File: src/rtl/dm_pkg.sv
package dm_pkg;

  // Width of one data byte lane.
  localparam int unsigned LANE_BITS = 8;

  // Read mask latency in cycles, counted from the sampling edge.
  localparam int unsigned READ_MASK_LAT = 2;

  // Replicate one enable bit across a lane of data bits.
  function automatic logic [LANE_BITS-1:0] lane_fill(input logic en);
    return {LANE_BITS{en}};
  endfunction

endpackage

File: src/rtl/dm_rd_pipe.sv
module dm_rd_pipe #(
  parameter int unsigned LANES = 2,
  parameter int unsigned DEPTH = dm_pkg::READ_MASK_LAT
) (
  input  logic             clk,
  input  logic             rst,
  input  logic             adv,
  input  logic [LANES-1:0] mask_in,
  output logic [LANES-1:0] mask_out
);

  logic [LANES-1:0] stage_q [DEPTH];

  // Stage 0 captures the sampled mask; later stages follow the one before.
  // All stages advance together, and only when the internal clock runs.
  for (genvar s = 0; s < DEPTH; s++) begin : g_stage
    if (s == 0) begin : g_head
      always_ff @(posedge clk) begin
        if (rst) begin
          stage_q[s] <= '0;
        end else if (adv) begin
          stage_q[s] <= mask_in;
        end
      end
    end else begin : g_body
      always_ff @(posedge clk) begin
        if (rst) begin
          stage_q[s] <= '0;
        end else if (adv) begin
          stage_q[s] <= stage_q[s-1];
        end
      end
    end
  end

  assign mask_out = stage_q[DEPTH-1];

endmodule

File: src/rtl/dm_wr_gate.sv
module dm_wr_gate #(
  parameter int unsigned LANES = 2
) (
  input  logic                                 run,
  input  logic                                 wr_valid,
  input  logic [LANES-1:0]                     mask,
  input  logic [LANES*dm_pkg::LANE_BITS-1:0]   wdata_in,
  output logic [LANES-1:0]                     we,
  output logic [LANES*dm_pkg::LANE_BITS-1:0]   wdata_out
);

  localparam int unsigned LB = dm_pkg::LANE_BITS;

  // Same-cycle gating: each lane's strobe and data follow its own mask bit.
  for (genvar i = 0; i < LANES; i++) begin : g_lane
    logic lane_en;
    assign lane_en = run & wr_valid & ~mask[i];
    assign we[i]   = lane_en;
    assign wdata_out[i*LB +: LB] = wdata_in[i*LB +: LB] & dm_pkg::lane_fill(lane_en);
  end

endmodule

File: src/rtl/dm_rd_gate.sv
module dm_rd_gate #(
  parameter int unsigned LANES = 2
) (
  input  logic             rd_valid,
  input  logic [LANES-1:0] late_mask,
  output logic [LANES-1:0] oe
);

  for (genvar i = 0; i < LANES; i++) begin : g_lane
    assign oe[i] = rd_valid & ~late_mask[i];
  end

endmodule

File: src/rtl/sdram_dqm_path.sv
module sdram_dqm_path #(
  parameter int unsigned LANES = 2
) (
  input  logic                                clk,
  input  logic                                rst,
  input  logic                                cke,
  input  logic [LANES-1:0]                    dqm,
  input  logic                                rd_valid,
  input  logic                                wr_valid,
  input  logic [LANES*dm_pkg::LANE_BITS-1:0]  wr_data,
  output logic [LANES-1:0]                    rd_oe,
  output logic [LANES-1:0]                    arr_we,
  output logic [LANES*dm_pkg::LANE_BITS-1:0]  arr_wdata
);

  logic [LANES-1:0] late_mask;

  dm_rd_pipe #(
    .LANES(LANES),
    .DEPTH(dm_pkg::READ_MASK_LAT)
  ) u_rd_pipe (
    .clk      (clk),
    .rst      (rst),
    .adv      (cke),
    .mask_in  (dqm),
    .mask_out (late_mask)
  );

  dm_rd_gate #(
    .LANES(LANES)
  ) u_rd_gate (
    .rd_valid  (rd_valid),
    .late_mask (late_mask),
    .oe        (rd_oe)
  );

  dm_wr_gate #(
    .LANES(LANES)
  ) u_wr_gate (
    .run       (cke),
    .wr_valid  (wr_valid),
    .mask      (dqm),
    .wdata_in  (wr_data),
    .we        (arr_we),
    .wdata_out (arr_wdata)
  );

endmodule

File: config.mk
export PLATFORM = sky130hd
export DESIGN_NAME = sdram_dqm_path
export DESIGN_NICKNAME = d
export VERILOG_FILES = /design/src/rtl/dm_pkg.sv /design/src/rtl/dm_rd_pipe.sv /design/src/rtl/dm_wr_gate.sv /design/src/rtl/dm_rd_gate.sv /design/src/rtl/sdram_dqm_path.sv
export SDC_FILE = /design/constraint.sdc
export NUM_CORES = 1
export LEC_CHECK = 0
export ABC_AREA = 1
export ABC_CLOCK_PERIOD_IN_PS = 1000
export CORE_AREA = 2 2 39 41
export CTS_CLUSTER_DIAMETER = 150
export DETAILED_ROUTE_END_ITERATION = 16
export DIE_AREA = 0 0 41 43
export DONT_BUFFER_PORTS = 1
export PLACE_DENSITY = 0.45
export SLEW_MARGIN = 20
export SYNTH_ARGS = -nofsm -noshare
export SYNTH_HDL_FRONTEND = slang
export SYNTH_SLANG_ARGS = --single-unit
File: constraint.sdc
create_clock -name clk -period 1 [get_ports clk]
set_clock_uncertainty 0.1 [all_clocks]
set_input_delay 0.2 -clock clk [delete_from_list [all_inputs] [get_ports clk]]
set_output_delay 0.2 -clock clk [all_outputs]
set_load 0.02 [all_outputs]
==> results by group <==
Routing
  – Remaining design rule violation count: 0
  – Vias per Instance: 4.22
  – Final wirelength: 832 um
  – Wire length per cell: 8.95 um
  – Number of search-and-repair iterations in the first detailed-routing pass: 3
  – Number of DRC violations after detailed-routing iteration 0: 5
  – DRT antenna net count: 0
  – Via count: 392

Setup path
  – Crit-path max FO: 1
  – CP Data Arrival Time: 0.81 ns
  – Buf/Inv on CP: 1
  – Endpoint type of the worst setup path: output port
  – Maximum single-stage delay on the critical path: 0.35 ns
  – Sequence of cells on the critical path: nor2_1, buf_4
  – Kind of start point of the critical path: register
  – Critical path data required time: 0.70 ns
  – Classification of the worst setup path: reg2out
  – Cell type group with the largest total delay on the critical path: flip-flops
  – Number of cells on the critical path: 2
  – Slowest CP cell: sky130_fd_sc_hd__edfxtp_1
  – Worst reg-to-reg setup slack: 0.21 ns
  – Capture point of the worst reg-to-reg path: u_rd_pipe.stage_q[1][0]
  – Startpoint of the lowest-slack register-to-register path: u_rd_pipe.stage_q[0][0]
  – Register-to-Register Path Depth: 2

Floorplanning
  – Standard-cell row count: 14
  – Count of boundary I/O pins: 43
  – Die height: 43 um
  – Overall die width: 41 um
  – Starting density of the core: 0.244
  – Core Box Area: 1380 um^2
  – Die Area: 1760 um^2

Run status
  – Failing checks: setup timing
  – Run status: finished, violations left

STA
  – RSZ-0062 raised after global routing: yes
  – Transition time of the tightest slew-check pin: 0.187 ns
  – Final number of hold-violating endpoints: 0
  – Min Tclk post-route: 1.11 ns
  – Highest clock frequency the design can meet: 0.900 GHz
  – Number of setup violations in the final report: 2
  – Post-Route Setup TNS: -0.221 ns
  – Number of pins with negative max-slew slack in the final report: 0
  – Relative slew slack: 0.875
  – Part of the cycle the worst path needs: 1.11
  – Minimum setup slack in the final design: -0.111 ns

Synth
  – Post-Synthesis Mean Instance Area: 6.03 um^2
  – Distinct cells, synth: 7
  – Post-synth top area share: 0.356
  – Leading cell types by count after synthesis: sky130_fd_sc_hd__inv_1, sky130_fd_sc_hd__nor2_1, sky130_fd_sc_hd__edfxtp_1, sky130_fd_sc_hd__buf_4, sky130_fd_sc_hd__nand3_2
  – Yosys top cell by area: sky130_fd_sc_hd__edfxtp_1
  – Number of enable flip-flop cells after synthesis: 4
  – Total of flip-flops plus latches after synthesis: 4
  – Async SR Flop Fraction: 0
  – Cells taking the most area after synthesis: sky130_fd_sc_hd__edfxtp_1, sky130_fd_sc_hd__inv_1, sky130_fd_sc_hd__nor2_1
  – Syn Nets: 79
  – Synthesized netlist cell count: 56
  – Post-synthesis sequential area ratio: 0.356
  – Netlist area before placement: 338 um^2
  – YS warnings: 0
  – Leading register cell type out of synthesis: sky130_fd_sc_hd__edfxtp_1
  – Most used standard cell by instance count after synthesis: sky130_fd_sc_hd__inv_1

Cells and area
  – Number of antenna diodes: 0
  – Fraction of layout cells with a size suffix above 1: 0.390
  – Largest register by flop count: u_rd_pipe.stage_q
  – Number of flip-flops under the largest register name: 4
  – Final non-filler cell total: 93
  – Largest registers ranked by flip-flop count: u_rd_pipe.stage_q x4
  – Relative area change from synthesis to final layout: 62.2%
  – Layout Nets: 102

Clock network
  – H-Tree Depth: 1
  – Post-CTS clock slew at the launch and capture registers of the worst setup and hold paths: 0.04 ns
  – Cell at the root of the clock tree: sky130_fd_sc_hd__clkbuf_4
  – Later-pin clock latency in the skew report: 0.23 ns
  – Hold-fix buffers, CTS: 0
  – Maximum clock insertion buffer count: 2
  – CTS tree: done
  – Number of sinks handled by clock tree synthesis: 4
  – Number of buffers inserted during clock tree synthesis: 3

Power and ir drop
  – Power density of the placed cells: 967 nW/um^2
  – LEAKAGE: 0.335 nW
  – Switching share of power: 0.277
  – Net switching power figure: 0.000147 W
  – Combinational cell fraction of total power: 0.244
  – Cell Int Power: 0.000383 W
  – Sequential group share of total power: 0.379
  – Clock Power Share: 0.377
  – Worst vdd rail ir drop: 0.000290 V

Hold path
  – Hold path cells: 1
  – Hold path startpoint: rst
  – End of the worst hold path: u_rd_pipe.stage_q[0][1]
  – Hold crit path type: in2reg

Place
  – Final Wtd Congestion: 0.637
  – Half-perimeter wire length after placement: 623 um
  – Worst slack, placed: -0.00543 ns
  – Count of input and output buffers: 0
  – Cell count after placement: 88

Run
  – Max_cap viols: 0

Global route
  – Via count of the first global-routing pass: 308
  – Total routing usage reported by global routing: 0.0988
  – Initial antenna violation count: 0
  – Global-route wire length before repair: 1130 um
  – GRT overflow: 0
  – Pin count of the biggest net entering global routing: 10
per-stage QoR:
step	hold slack (ns)	util	instance area (um^2)	power [W]
after global routing	0.136	0.396	548	0.000566
after CTS	0.120	0.373	515	0.000534
after floorplan	0.330	-	338	0.000286
after detailed placement	0.348	0.345	478	0.000323
final	0.141	0.396	548	0.000530
after global placement	0.344	0.345	478	0.000321
cell usage in the layout (no fill, tap or decap):
master	n
sky130_fd_sc_hd__inv_1	22
sky130_fd_sc_hd__nor2_1	20
sky130_fd_sc_hd__buf_4	18
sky130_fd_sc_hd__edfxtp_1	4
sky130_fd_sc_hd__clkbuf_4	3
sky130_fd_sc_hd__clkinvlp_4	2
sky130_fd_sc_hd__nand3_4	2
sky130_fd_sc_hd__nor2_2	2
sky130_fd_sc_hd__nand3_2	2
sky130_fd_sc_hd__or2_2	1
sky130_fd_sc_hd__nand2_1	1
repair_timing:
action | in CTS | in global routing
endpoints found under the hold margin | 0 | 0
resized for setup | 2 | 4
pin swaps | 2 | 3
setup endpoints to repair | 16 | 18
setup buffers | 0 | 0
cloned | 0 | 2
area by class of cell:
type | count | area (um^2)
clock buffers | 3 | 22.5
fillers | 148 | 836
inverters | 24 | 97.6
multi-input cells | 28 | 153
flip-flops and latches | 4 | 120
well taps | 16 | 20.0
repair buffers | 18 | 135
worst reg2reg max path: cells and delay by family, from the launching register on:
| family | cells | cell delay, ns |
|---|---|---|
| buffers and inverters | 1 | 0.06 |
| and+or+nand+nor | 1 | 0.04 |
| DFF | 1 | 0.35 |
power by group through the flow:
stage	combinational (W)	clock (W)	sequential, W
after floorplan	0.0000831	0	0.000203
after global placement	0.000118	0	0.000203
after detailed placement	0.000120	0	0.000204
after CTS	0.000124	0.000210	0.000201
after global routing	0.000143	0.000221	0.000202
final	0.000129	0.000200	0.000201
layer usage:
metal  track usage  wire (um)  vias up  share of wire
li1              -          -      196              -
met1        0.0912        287      170           0.34
met2         0.141        423       26           0.51
met3        0.0681        120        0           0.14
met4        0.0800          0        0              0
met5             0          0        -              0
worst max-delay path by stage:
stage	slack, ns	to	from
3_5_place_dp	-0.005	arr_wdata[2]	dqm[0]
5_1_grt	-0.17	rd_oe[1]	u_rd_pipe.stage_q[1][1]
3_3_place_gp	0.007	arr_wdata[2]	dqm[0]
4_1_cts	-0.13	rd_oe[0]	u_rd_pipe.stage_q[1][0]
2_1_floorplan	-0.005	arr_wdata[0]	dqm[0]
6_report	-0.11	rd_oe[0]	u_rd_pipe.stage_q[1][0]
cell families after synthesis:
group         count (synthesis)  share of synthesized area
buf+inv                      26                      0.311
flops                         4                      0.356
simple gates                 26                      0.333
No activity file was read; power rests on OpenSTA's default activity.
